<file path="src/rtl/fpm_pkg.sv">
package fpm_pkg;

  typedef enum logic [2:0] {
    ST_IDLE,
    ST_LOAD,
    ST_START,
    ST_MULT,
    ST_PACK,
    ST_DONE
  } fpm_state_t;

endpackage

</file>
<file path="src/rtl/booth_mul_seq.sv">
module booth_mul_seq #(
  parameter int N = 7
) (
  input  logic           clk,
  input  logic           rst,
  input  logic           start,
  input  logic [N-1:0]   mcand,
  input  logic [N-1:0]   mplier,
  output logic           ready,
  output logic [2*N-1:0] product
);

  localparam int M  = N + 1;
  localparam int CW = $clog2(M + 1);

  logic [M:0]    acc;
  logic [M:0]    mc;
  logic [M-1:0]  q;
  logic          q_prev;
  logic [CW-1:0] cnt;
  logic          busy;
  logic [M:0]    sum;
  logic [2*M-1:0] full;

  always_comb begin
    case ({q[0], q_prev})
      2'b01:   sum = acc + mc;
      2'b10:   sum = acc - mc;
      default: sum = acc;
    endcase
  end

  always_ff @(posedge clk) begin
    if (rst) begin
      acc    <= '0;
      mc     <= '0;
      q      <= '0;
      q_prev <= 1'b0;
      cnt    <= '0;
      busy   <= 1'b0;
      ready  <= 1'b0;
    end else if (start) begin
      acc    <= '0;
      mc     <= {2'b00, mcand};
      q      <= {1'b0, mplier};
      q_prev <= 1'b0;
      cnt    <= CW'(M);
      busy   <= 1'b1;
      ready  <= 1'b0;
    end else if (busy) begin
      acc    <= {sum[M], sum[M:1]};
      q      <= {sum[0], q[M-1:1]};
      q_prev <= q[0];
      cnt    <= cnt - 1'b1;
      if (cnt == CW'(1)) begin
        busy  <= 1'b0;
        ready <= 1'b1;
      end
    end
  end

  assign full    = {acc[M-1:0], q};
  assign product = full[2*N-1:0];

endmodule

</file>
<file path="src/rtl/fpm_pack.sv">
module fpm_pack #(
  parameter int EXP_W = 5,
  parameter int MAN_W = 6
) (
  input  logic                     sign,
  input  logic [EXP_W-1:0]         exp_a,
  input  logic [EXP_W-1:0]         exp_b,
  input  logic [2*(MAN_W+1)-1:0]   prod,
  output logic [EXP_W+MAN_W:0]     res
);

  localparam int SW   = MAN_W + 1;
  localparam int EW2  = EXP_W + 2;
  localparam int BIAS = (1 << (EXP_W - 1)) - 1;
  localparam int EMAX = (1 << EXP_W) - 2;
  localparam logic signed [EW2-1:0] BIAS_S = EW2'(BIAS);
  localparam logic signed [EW2-1:0] EMAX_S = EW2'(EMAX);
  localparam logic signed [EW2-1:0] ONE_S  = EW2'(1);

  logic                    top;
  logic signed [EW2-1:0]   e_sum;
  logic [MAN_W-1:0]        mant;

  assign top   = prod[2*SW-1];
  assign e_sum = $signed({2'b00, exp_a}) + $signed({2'b00, exp_b}) - BIAS_S
               + $signed({{(EW2-1){1'b0}}, top});
  assign mant  = top ? prod[2*SW-2 -: MAN_W] : prod[2*SW-3 -: MAN_W];

  always_comb begin
    if (e_sum < ONE_S) begin
      res = {sign, {(EXP_W+MAN_W){1'b0}}};
    end else if (e_sum > EMAX_S) begin
      res = {sign, EMAX_S[EXP_W-1:0], {MAN_W{1'b1}}};
    end else begin
      res = {sign, e_sum[EXP_W-1:0], mant};
    end
  end

endmodule

</file>
<file path="src/rtl/small_float_mul.sv">
module small_float_mul
  import fpm_pkg::*;
#(
  parameter int EXP_W = 5,
  parameter int MAN_W = 6
) (
  input  logic                   clk,
  input  logic                   rst,
  input  logic                   en,
  input  logic [EXP_W+MAN_W:0]   a,
  input  logic [EXP_W+MAN_W:0]   b,
  output logic                   done,
  output logic [EXP_W+MAN_W:0]   out
);

  localparam int W  = 1 + EXP_W + MAN_W;
  localparam int SW = MAN_W + 1;
  localparam int PW = 2 * SW;

  fpm_state_t     state;
  logic [W-1:0]   a_q;
  logic [W-1:0]   b_q;
  logic [PW-1:0]  mul_q;
  logic [W-1:0]   res_q;
  logic           mul_start;
  logic           mul_ready;
  logic [PW-1:0]  mul_prod;
  logic [W-1:0]   pack_res;
  logic           zero_op;
  logic           sign_r;

  assign sign_r    = a_q[W-1] ^ b_q[W-1];
  assign zero_op   = (a_q[W-2 -: EXP_W] == '0) || (b_q[W-2 -: EXP_W] == '0);
  assign mul_start = (state == ST_START) && !zero_op;

  booth_mul_seq #(.N(SW)) booth_i (
    .clk     (clk),
    .rst     (rst),
    .start   (mul_start),
    .mcand   ({1'b1, a_q[MAN_W-1:0]}),
    .mplier  ({1'b1, b_q[MAN_W-1:0]}),
    .ready   (mul_ready),
    .product (mul_prod)
  );

  fpm_pack #(.EXP_W(EXP_W), .MAN_W(MAN_W)) pack_i (
    .sign  (sign_r),
    .exp_a (a_q[W-2 -: EXP_W]),
    .exp_b (b_q[W-2 -: EXP_W]),
    .prod  (mul_q),
    .res   (pack_res)
  );

  always_ff @(posedge clk) begin
    if (rst) begin
      state <= ST_IDLE;
      a_q   <= '0;
      b_q   <= '0;
      mul_q <= '0;
      res_q <= '0;
      done  <= 1'b0;
    end else begin
      case (state)
        ST_IDLE: begin
          if (en) state <= ST_LOAD;
        end
        ST_LOAD: begin
          a_q   <= a;
          b_q   <= b;
          state <= ST_START;
        end
        ST_START: begin
          if (zero_op) begin
            res_q <= {sign_r, {(W-1){1'b0}}};
            done  <= 1'b1;
            state <= ST_DONE;
          end else begin
            state <= ST_MULT;
          end
        end
        ST_MULT: begin
          if (mul_ready) begin
            mul_q <= mul_prod;
            state <= ST_PACK;
          end
        end
        ST_PACK: begin
          res_q <= pack_res;
          done  <= 1'b1;
          state <= ST_DONE;
        end
        ST_DONE: begin
          if (en) begin
            done  <= 1'b0;
            state <= ST_LOAD;
          end
        end
        default: state <= ST_IDLE;
      endcase
    end
  end

  assign out = res_q;

endmodule

</file>
<file path="config.mk">
export PLATFORM = sky130hd
export DESIGN_NAME = small_float_mul
export DESIGN_NICKNAME = d
export VERILOG_FILES = /design/src/rtl/fpm_pkg.sv /design/src/rtl/booth_mul_seq.sv /design/src/rtl/fpm_pack.sv /design/src/rtl/small_float_mul.sv
export SDC_FILE = /design/constraint.sdc
export NUM_CORES = 1
export LEC_CHECK = 0
export BUFFER_PORTS_ARGS = -buffer_cell sky130_fd_sc_hd__buf_2
export CAP_MARGIN = 40
export CORE_UTILIZATION = 54
export CTS_CLUSTER_SIZE = 30
export DETAILED_ROUTE_END_ITERATION = 7
export GPL_ROUTABILITY_DRIVEN = 1
export PLACE_DENSITY = 0.83
export SYNTH_ARGS = -nofsm -noshare
export SYNTH_HDL_FRONTEND = slang
export SYNTH_HIERARCHICAL = 1
export SYNTH_SLANG_ARGS = --single-unit
</file>
<file path="constraint.sdc">
create_clock -name clk -period 2.7 [get_ports clk]
set_clock_uncertainty 0.05 [all_clocks]
set_input_delay 0.27 -clock clk [delete_from_list [all_inputs] [get_ports clk]]
set_output_delay 0.27 -clock clk [all_outputs]
set_load 0.005 [all_outputs]
</file>
# Word-level counts from Yosys, hierarchy flattened
# Cells that the tools add are included.
# classes
eq_ne,12
n_shift,0
n_addsub,6
multipliers,0
n_lt_le_gt_ge,2
n_mux,20
n_reduce_logical,16
n_bitwise,1
div_mod_pow,0
# op_table
cell,n
$pmux 12 s2,1
$mux 11,2
$pmux 9 s2,1
$pmux 3 s5,1
$mux 7,2
$mux 12,1
$logic_not 5->1,2
$add 8x8->9,1
$mux 3,3
$sub 8x8->9,1
$mux 4,2
$reduce_and 2->1,4
$add 7x2->7,1
$gt 7x6->1 const B,1
$lt 7x2->1 const B,1
$sub 7x5->7 const B,1
$add 5x5->6,1
$eq 3x2->1 const B,2
$eq 3x3->1 const B,2
$mux 6,1
$mux 1,5
$eq 4x1->1 const B,1
$ne 2x1->1 const B,2
$ne 2x2->1 const B,2
14 further kinds,16
# word_totals
latchBits,0
ramBits,0
rom_bits,0
inputBits,27
mem_count,0
regBits,84
word_cells,72
out_inout_bits,13

# Logic depth before layout (Yosys ltp)
# logic_depth
depth_word,7
ltp_mapped,12
mapped_depth_nobuf,11

# Hierarchy
# The synthesis kept the hierarchy.
# modules_own_cells
module,instances,cells_each,seq_area_each_um2,area_per_inst_um2
small_float_mul,1,234,1081.0,1955.6
booth_mul_seq,1,214,600.6,1800.5
fpm_pack,1,62,0.0,488.0

# Least setup slack after synthesis
# Ideal clock, no wire load.
# synth_path
path_type,register -> register
startpoint,reg mul_q[13]
endpoint,"reg res_q[6], in the netlist out[6]"
arrival_ps,2599
setup_slack_ps,-65
setup_time_ps,117
required_ps,2533
stages_incl_launch_ff,12
n_path_buf,1
period_less_slack_ps,2765
path_cell_list,dfxtp_1 > clkbuf_1 > inv_1 > ha_1 > inv_1 > ha_1 > fa_1 > xor2_1 > nand3_1 > o31a_4 > and3b_1 > a22o_1
# synth_between
elab_chain_cells,5
word_cells_on_any_way,6
classes_between,add/sub (1); order compare (2); mux (3)
# synth_lines
element,line_no,text
"start, declared",small_float_mul.sv:23,logic [PW-1:0] mul_q;
"start signal, assigned",small_float_mul.sv:83,mul_q <= mul_prod;
$add 7x2->7 *,fpm_pack.sv:26,"+ $signed({{(EW2-1){1'b0}}, top});"
$gt 7x6->1,fpm_pack.sv:32,end else if (e_sum > EMAX_S) begin
$mux 11,fpm_pack.sv:32,
$mux 11 *,fpm_pack.sv:30,if (e_sum < ONE_S) begin
net pack_res[6],small_float_mul.sv:28,logic [W-1:0] pack_res;
$pmux 12 s2 *,small_float_mul.sv:63,case (state)
"end signal, assigned",small_float_mul.sv:74,"res_q <= {sign_r, {(W-1){1'b0}}};"
"end signal, assigned",small_float_mul.sv:88,res_q <= pack_res;
"end, declared",small_float_mul.sv:24,logic [W-1:0] res_q;
# The timed path passes the listed nets; every way through them passes the cells marked *.
# A chain may end at the register's enable or synchronous reset.

# Worst setup path in the final report
# layout_path
startpoint,reg b_q[7]
endpoint,"reg res_q[3], in the netlist out[3]"
# layout_between
elab_chain_cells,7
word_cells_on_any_way,12
classes_between,add/sub (3); order compare (2); eq/ne (1); mux (3); reduce/logical (3)
# layout_lines
element,line_no,text
"start, declared",small_float_mul.sv:22,logic [W-1:0] b_q;
"start signal, assigned",small_float_mul.sv:58,b_q <= '0;
"start signal, assigned",small_float_mul.sv:69,b_q <= b;
$add 5x5->6 *,fpm_pack.sv:25,"assign e_sum = $signed({2'b00, exp_a}) + $signed({2'b00, exp_b}) - BIAS_S"
$sub 7x5->7 *,fpm_pack.sv:25,
$add 7x2->7 *,fpm_pack.sv:26,
$gt 7x6->1,fpm_pack.sv:32,
$mux 11,fpm_pack.sv:32,
$mux 11 *,fpm_pack.sv:30,
net pack_res[3],small_float_mul.sv:28,
$pmux 12 s2 *,small_float_mul.sv:63,
# Marks and branches as above.

==> metrics.cfg <==
[run_status]
status=completed

[drt]
met3WireLength_um=294
first_iter_violations=176
drc_errors=0
drt-met1-wl_mm=3.928
wirelength_mm=8.218
vias_per_cell=5.355
dr_total_vias=3288
ant_nets=0
top_layer_used=met4
drtPass1Iterations=4
avgRoutedWirePerCell_um=13.38
wl_met2_mm=3.856

[global_routing]
grt_util_all_layers_pct=22.38
antenna_found_initial=0
grt_pass1_wl_mm=13.54
overflow=0
grt_max_degree=32
grt_pass1_vias=3092

[power_and_ir_drop]
p_clk_share_pct=36.2
p_leak_uw=0.001791
p_seq_share_pct=45.6
p_per_area_nw_per_um2=607.5
power_switching_share_pct=29.17
power_frac_comb_pct=18.2
ir_worst_vdd_uv=382.8
cell_internal_pwr_uw=1959
switching_power_uw=806.7

[final_layout]
drive_above_1_share_pct=17.28
nNetsFinal=561
n_fill_cell=625
stdcell_area_sq_um=4553
area_delta_synth_final_pct=12.45
diodes=0
instances_no_fill=614

[yosys]
netlist_area_sq_um=4049
synth.avg_cell_area_sq_um=8.331
ys_warn_count=6
synthCells=486

[critical_path]
cpPeakStageDelay_ps=420
reg2regPathDepth=8
reg2reg_from=b_q[7]
cp-start-kind=register
cp_num_buf_inv=0
r2r_end=out[3]
path_class=register to register
cp.arrival_ps=2790
cp_cell_sequence=ha_1 -> ha_1 -> a211oi_2 -> nor4b_1 -> nor4_4 -> a41o_2 -> a21oi_1 -> a22o_1
cp-end-kind=register
r2r_setup_slack_ps=120
cp.required_ps=2910
cpMaxStageDelayCell=nor4_4
critPathMaxFanout=6
cp_common_cell=ha_1
crit_family=compound AO/OA/AOI/OAI gates

[placed_design]
place.gp.congestion=0.7845
placed_cell_area_sq_um=4265
dp.cells=597
hpwl_mm=5.890
numPortBuffers=39

[sta]
setup_viol=0
max_freq_mhz=387.6
relSlewSlack_pct=42.16
min_period_ps=2580
worst_slew_pin_slew_ps=865.2
fin_crit_sh_pct=95.56
hold_viol=0
fin_setup_tns_ps=0
drv_slew=0

[die]
core_area_sq_um=7253
die-height_um=88.59
initial_utilization_pct=55.82
die_w_um=88.59
ios=40
dieArea_sq_um=7848
row_count=31

[min_path]
holdPathStages=3
hold_class=input port to register
hold_start=b[8]
hold_end=b_q[8]

[cts]
numCtsBuffers=9
root_buffer=clkbuf_8
cts_max_level=3
cts.sinks=78
clock_latency_ps=360
clk_path_buf_depth=2
clk_pin_slew_worst_paths_ps=90
cts_hold_buf=0
tritoncts=done

[run]
drv_cap=0

[placed cells by master, fill, tap and decap left out, types with 2 or more instances in the layout]
| master | n |
|---|---|
| o21ai_1 | 5 |
| bufinv_16 | 2 |
| xnor2_1 | 9 |
| nand2b_1 | 3 |
| a211oi_1 | 3 |
| nor2b_1 | 5 |
| clkbuf_8 | 9 |
| o22ai_1 | 2 |
| a31oi_1 | 3 |
| a211oi_2 | 2 |
| inv_1 | 18 |
| a21oi_1 | 67 |
| o21ai_0 | 6 |
| o211ai_1 | 2 |
| ha_2 | 2 |
| conb_1 | 2 |
| ha_1 | 20 |
| o221a_1 | 2 |
| mux2i_1 | 27 |
| nor3b_1 | 3 |
| nor4b_1 | 2 |
| buf_4 | 9 |
| nand2_1 | 79 |
| nand3b_1 | 2 |
| xor2_1 | 4 |
| xor2_2 | 2 |
| nor2_1 | 50 |
| nor3_1 | 6 |
| dfxtp_2 | 3 |
| dfxtp_1 | 75 |
| nand3_1 | 4 |
| inv_6 | 2 |
| buf_2 | 39 |
| a22o_1 | 11 |
| a21o_1 | 2 |
| or4_4 | 2 |
[flip-flops by register name, indices dropped and copies added (netlist names)]
register / flops
done: 1
booth_i/busy: 1
booth_i/mc: 7
booth_i/acc: 8
booth_i/q: 8
out: 12
booth_i/cnt: 4
booth_i/ready: 1
state: 3
a_q: 12
b_q: 12
mul_q: 8
booth_i/q_prev: 1
[worst max path at each step]
stage	start	end	slack (ps)	cells past startpoint
2_1_floorplan	mul_q[13]	out[6]	70	11
3_3_place_gp	booth_i/mc[2]	booth_i/acc[7]	180	11
3_5_place_dp	booth_i/mc[2]	booth_i/acc[7]	50	11
4_1_cts	booth_i/mc[2]	booth_i/acc[7]	20	11
5_1_grt	b_q[7]	out[3]	-40	8
6_report	b_q[7]	out[3]	120	8
[layout make-up]
class                   instances  area [sq um]  area share (%)
multi-input cells             354          2301           50.54
well taps                      99         123.9           2.721
repair buffers                 48         262.8           5.771
clock buffers                   9         123.9           2.721
flip-flops and latches         78          1565           34.38
inverters                      19         71.32           1.566
clock inverters                 7         105.1           2.308
[worst min-delay path, stage by stage]
cell     delay (ps)
buf_2            90
nand2_1          40
a21oi_1          50
[power groups by stage]
stage | Combinational, uW | Sequential, uW | Clock [uW]
floorplan | 395 | 1260 | 0
detailed placement | 483 | 1290 | 0
finish | 502 | 1260 | 1000
global placement | 465 | 1280 | 0
global route | 563 | 1270 | 1070
CTS | 487 | 1260 | 1020
[layer usage]
metal  vias up  global-route usage [%]
li1       1706                       -
met5         -                       0
met2        66                   36.43
met4         0                   9.531
met3        15                   5.410
met1      1501                   28.40
[what timing repair did]
action                     in CTS  in global routing
setup endpoints to repair       0                  9
setup buffers                   0                  1
gates resized for setup         0                 12
[per-stage QoR]
stage               hold WS, ps  setup WS [ps]  util, %  total power [uW]
finish                    81.67          119.8    62.77              2766
global placement          395.8          181.0    58.81              1749
global route              73.76         -44.06    62.77              2900
CTS                       74.28          20.35    61.96              2764
floorplan                 356.0          72.60        -              1659
detailed placement        400.1          52.58    58.81              1770
(Power assumes the default switching activity.)
